`config.mk`:
```
export PLATFORM = sky130hd
export DESIGN_NAME = knock_trim_adjuster
export DESIGN_NICKNAME = d
export VERILOG_FILES = /design/src/rtl/knock_trim_pkg.sv /design/src/rtl/trim_cell.sv /design/src/rtl/angle_sum.sv /design/src/rtl/knock_trim_adjuster.sv
export SDC_FILE = /design/constraint.sdc
export NUM_CORES = 1
export LEC_CHECK = 0
export BUFFER_PORTS_ARGS = -buffer_cell sky130_fd_sc_hd__buf_4
export CORE_UTILIZATION = 55
export DETAILED_ROUTE_END_ITERATION = 10
export PLACE_DENSITY = 0.74
export SLEW_MARGIN = 20
export SYNTH_ARGS = -nofsm -noshare
export SYNTH_HDL_FRONTEND = slang
export SYNTH_SLANG_ARGS = --single-unit
export TNS_END_PERCENT = 5
```
`constraint.sdc`:
```
create_clock -name clk_i -period 3.4 [get_ports clk_i]
set_input_delay 0.68 -clock clk_i [delete_from_list [all_inputs] [get_ports clk_i]]
set_output_delay 0.68 -clock clk_i [all_outputs]
set_load 0.005 [all_outputs]
```
`src/rtl/knock_trim_pkg.sv`:
```
package knock_trim_pkg;
  localparam int unsigned ANGLE_W = 8;
  localparam int unsigned TRIM_W  = 6;
  localparam int unsigned N_CYL   = 4;
  localparam int unsigned CYL_W   = $clog2(N_CYL);
  typedef logic signed [TRIM_W-1:0]  trim_t;
  typedef logic signed [ANGLE_W-1:0] angle_t;
endpackage

```
`src/rtl/trim_cell.sv`:
```
module trim_cell
  import knock_trim_pkg::*;
#(
  parameter int INC_STEP = 1,
  parameter int DEC_STEP = 4,
  parameter int TRIM_MAX = 15,
  parameter int TRIM_MIN = -16
) (
  input  logic  clk_i,
  input  logic  rst_ni,
  input  logic  upd_i,
  input  logic  knock_i,
  output trim_t trim_o
);
  localparam int CALC_W = TRIM_W + 2;
  logic signed [CALC_W-1:0] nxt;

  always_comb begin
    nxt = CALC_W'(trim_o);
    if (knock_i) nxt = nxt - CALC_W'(DEC_STEP);
    else         nxt = nxt + CALC_W'(INC_STEP);
    if (nxt > CALC_W'(TRIM_MAX)) nxt = CALC_W'(TRIM_MAX);
    if (nxt < CALC_W'(TRIM_MIN)) nxt = CALC_W'(TRIM_MIN);
  end

  always_ff @(posedge clk_i or negedge rst_ni) begin
    if (!rst_ni)    trim_o <= '0;
    else if (upd_i) trim_o <= trim_t'(nxt);
  end
endmodule

```
`src/rtl/angle_sum.sv`:
```
module angle_sum
  import knock_trim_pkg::*;
(
  input  angle_t base_i,
  input  trim_t  trim_i,
  output angle_t sum_o
);
  localparam int SW = ANGLE_W + 1;
  localparam int HI = (1 << (ANGLE_W - 1)) - 1;
  localparam int LO = -(1 << (ANGLE_W - 1));
  logic signed [SW-1:0] s;

  always_comb begin
    s = SW'(base_i) + SW'(trim_i);
    if      (s > SW'(HI)) sum_o = angle_t'(HI);
    else if (s < SW'(LO)) sum_o = angle_t'(LO);
    else                  sum_o = angle_t'(s);
  end
endmodule

```
`src/rtl/knock_trim_adjuster.sv`:
```
module knock_trim_adjuster
  import knock_trim_pkg::*;
#(
  parameter int INC_STEP = 1,
  parameter int DEC_STEP = 4,
  parameter int TRIM_MAX = 15,
  parameter int TRIM_MIN = -16
) (
  input  logic       clk_i,
  input  logic       rst_ni,
  input  logic       evt_vld_i,
  input  logic [1:0] cyl_i,
  input  logic       knock_i,
  input  logic [7:0] base_angle_i,
  output logic [7:0] angle_o,
  output logic       angle_vld_o
);
  trim_t  trim_q [N_CYL];
  trim_t  trim_sel;
  angle_t sum;

  for (genvar g = 0; g < N_CYL; g++) begin : g_cyl
    trim_cell #(
      .INC_STEP(INC_STEP), .DEC_STEP(DEC_STEP),
      .TRIM_MAX(TRIM_MAX), .TRIM_MIN(TRIM_MIN)
    ) u_cell (
      .clk_i   (clk_i),
      .rst_ni  (rst_ni),
      .upd_i   (evt_vld_i && (cyl_i == CYL_W'(g))),
      .knock_i (knock_i),
      .trim_o  (trim_q[g])
    );
  end

  assign trim_sel = trim_q[cyl_i];

  angle_sum u_sum (
    .base_i (angle_t'(base_angle_i)),
    .trim_i (trim_sel),
    .sum_o  (sum)
  );

  always_ff @(posedge clk_i or negedge rst_ni) begin
    if (!rst_ni) begin
      angle_o     <= '0;
      angle_vld_o <= 1'b0;
    end else begin
      angle_vld_o <= evt_vld_i;
      if (evt_vld_i) angle_o <= sum;
    end
  end
endmodule

```
==> results by group <==
Status
  • Outcome: finished, final reports clean

Final layout
  • Diode count: 0
  • Finished Layout Cells: 459
  • Most frequent cells in the layout: 35 x nand2_1, 33 x dfrtp_1, 26 x buf_4, 20 x inv_1, 20 x ha_1
  • Leading cell type in the layout, fill and taps excluded: nand2_1
  • Area delta synth->final: 7.78%
  • Share of cells above drive strength 1: 0.152
  • Final nets: 421

Logic synthesis
  • Ys flop type: dfrtp_1
  • Avg Cell Area, Syn: 8.61 um^2
  • Mapped cell area: 3250 um^2
  • Yosys warnings: 0
  • Post-synthesis sequential area ratio: 0.254
  • Number of synthesized flops with an enable pin: 0
  • Cells after Synth: 377
  • Synth cell types: 68
  • #FFs+latches synth: 33
  • Post-Syn Nets: 412
  • Synth async-reset ratio: 1.00

GRT
  • Global-route wire length before repair: 12,900 um
  • Global route overflow: 0
  • Vias in the first global route: 2,803
  • Initial antenna violation count: 0
  • Largest net degree at the start of global routing: 60
  • GRT Util Overall: 0.260

Die
  • Die W: 78.8 um
  • Cell row count: 27
  • Core Region: 5610 um^2
  • Initial Util: 0.579
  • Die Area: 6210 um^2
  • Die height: 78.8 um
  • I/O pin total: 23

CTS
  • Clock tree from TritonCTS: yes
  • Clk Latency, worst-skew pair: 0.29 ns
  • Cts hold-fix bufs: 0
  • Htree depth: 2
  • Num CTS Buffers: 5
  • Clock sink count: 33
  • CTS clock-pin slew for the worst setup and hold paths: 0.07 ns
  • Root Buffer: clkbuf_8
  • Postcts setup bufs: 0
  • Cts repair resizes: 0
  • Clock buffer depth: 2

Power and ir drop
  • PD cells: 860 nW/um^2
  • Psw: 1.44 mW
  • Sequential share of power: 0.300
  • Comb power frac: 0.606
  • Max VDD drop: 0.000394 V
  • Switch share: 0.478
  • Clock share of power: 0.094
  • Leak Pwr: 1.48 nW
  • Int Power: 1.57 mW

Routing
  • Antenna violation net count after detailed routing: 0
  • Post-Route WL: 7450 um
  • Via Count: 2,998
  • # DRC: 0
  • Drt via density: 6.53
  • DRT Pass-1 Iters: 4
  • Initial DRC count: 170
  • DR WL/cell: 16.2 um

STA
  • Slew @ Worst Pin: 0.638 ns
  • Max_slew headroom: 0.569
  • Final Hold Fails: 0
  • Fmax: 328 MHz
  • Final worst path period share: 0.895
  • Setup-failing EPs final: 0
  • Pins over their slew limit: 0
  • Sum Neg Setup Slack: 0 ns
  • RSZ-0062 raised after global routing: false
  • Fin crit period: 3.04 ns
  • Final worst clock skew: 0.00973 ns

Placement
  • I/O Buffers: 22
  • DP Cell Count: 451
  • Final GP Congestion: 0.901
  • Dpl hpwl: 5610 um

Critical path
  • FF-to-FF End: angle_o[4]$_DFFE_PN0P_
  • Critical Path End Type: flop
  • CP Max Fanout: 10
  • R2R depth: 8
  • CP Launch Type: input port
  • Worst Path Arrival: 3.20 ns
  • FF-to-FF Start: g_cyl[1].u_cell.trim_o[0]$_DFFE_PN0P_
  • Crit Path Category: in2reg
  • Reg2reg setup slack: 0.48 ns
  • Critical Path RT: 3.55 ns

Job
  • Max-Cap Viols: 0

Hold path
  • Type of the worst min-delay path: in2async
## synth_stat cells (5+ instances only)
cell type  count  share of area
a211oi_1       9          0.021
a21o_1         7          0.016
a21oi_1       10          0.015
a31oi_1        7          0.013
and3_1         5         0.0096
and3b_1        5          0.013
buf_2         11          0.017
clkbuf_1      11          0.013
dfrtp_1       33           0.25
ha_1          20          0.077
inv_1         20          0.023
mux4_2         6          0.042
nand2_1       35          0.040
nand2b_1       8          0.015
nand3_1       12          0.018
nand3b_1       8          0.018
nand4_1        7          0.013
nor2_1        19          0.022
nor3_1         8          0.012
nor3b_1        5          0.012
o211ai_1      13          0.030
o21ai_0       15          0.023
o22ai_1       10          0.019
or4b_1         5          0.015
xnor2_1        8          0.022
## registers in the layout, indices dropped and copies added (netlist names)
signal and cells:
g_cyl.u_cell.trim_o 24, angle_o 8, angle_vld_o 1
## worst max-delay path by stage
stage / from / slack, ns / end / cells after the start
after CTS: cyl_i[0] / 0.36 / angle_o[6]$_DFFE_PN0P_ / 9
after global routing: cyl_i[0] / 0.20 / angle_o[6]$_DFFE_PN0P_ / 9
final: cyl_i[0] / 0.36 / angle_o[4]$_DFFE_PN0P_ / 9
after detailed placement: cyl_i[0] / 0.07 / angle_o[6]$_DFFE_PN0P_ / 9
after floorplan: cyl_i[0] / 0.18 / angle_o[4]$_DFFE_PN0P_ / 9
after global placement: cyl_i[0] / 0.14 / angle_o[6]$_DFFE_PN0P_ / 9
## power by group through the flow
stage / logic [mW] / registers (mW) / clock network, mW
floorplan: 1.54 / 0.734 / 0
global placement: 1.75 / 0.894 / 0
detailed placement: 1.80 / 0.906 / 0
CTS: 1.81 / 0.896 / 0.288
global route: 2.05 / 0.941 / 0.309
finish: 1.82 / 0.903 / 0.284
## through the flow
| stage | hold WS, ns | cell area [um^2] | util | power [mW] | setup WS [ns] |
|---|---|---|---|---|---|
| after global routing | 0.362 | 3500 | 0.624 | 3.30 | 0.197 |
| after CTS | 0.343 | 3500 | 0.624 | 3.00 | 0.359 |
| after floorplan | 0.384 | 3250 | - | 2.27 | 0.177 |
| final | 0.333 | 3500 | 0.624 | 3.01 | 0.356 |
| after global placement | 0.476 | 3420 | 0.609 | 2.65 | 0.143 |
| after detailed placement | 0.481 | 3420 | 0.609 | 2.71 | 0.0712 |
## kinds of logic (layout without fill, tap and decap cells)
family | count (synthesis) | in the layout | synth area share
and+or+nand+nor | 144 | 144 | 0.251
AOI/OAI and AO/OA | 115 | 115 | 0.269
buffers and inverters | 44 | 54 | 0.0586
DFF | 33 | 33 | 0.254
adders and majority gates | 21 | 21 | 0.0832
muxes | 11 | 11 | 0.0593
xor gates and xnor gates | 9 | 9 | 0.0243
## critical path, stage by stage
cell and delay, ns:
buf_4 0.16, mux4_2 0.51, ha_1 0.24, fa_1 0.41
a21o_1 0.21, a221oi_4 0.28, o221ai_2 0.27, o311ai_1 0.32
nand3_1 0.11
## cell type report
| type | instances | area, um^2 |
|---|---|---|
| repair buffers | 26 | 195 |
| multi-input cells | 300 | 2230 |
| flip-flops and latches | 33 | 826 |
| clock inverters | 2 | 10.0 |
| inverters | 20 | 75.1 |
| clock buffers | 6 | 72.6 |
| fillers | 507 | 2110 |
| well taps | 72 | 90.1 |
## layer usage
metal | vias to the layer above | wire length, um | GRT usage
met5 | - | 0 | 0
met1 | 1441 | 3520 | 0.350
met2 | 80 | 3420 | 0.421
met4 | 0 | 123 | 0.0909
li1 | 1464 | - | -
met3 | 13 | 384 | 0.0437
No activity file was read; power rests on OpenSTA's default activity.
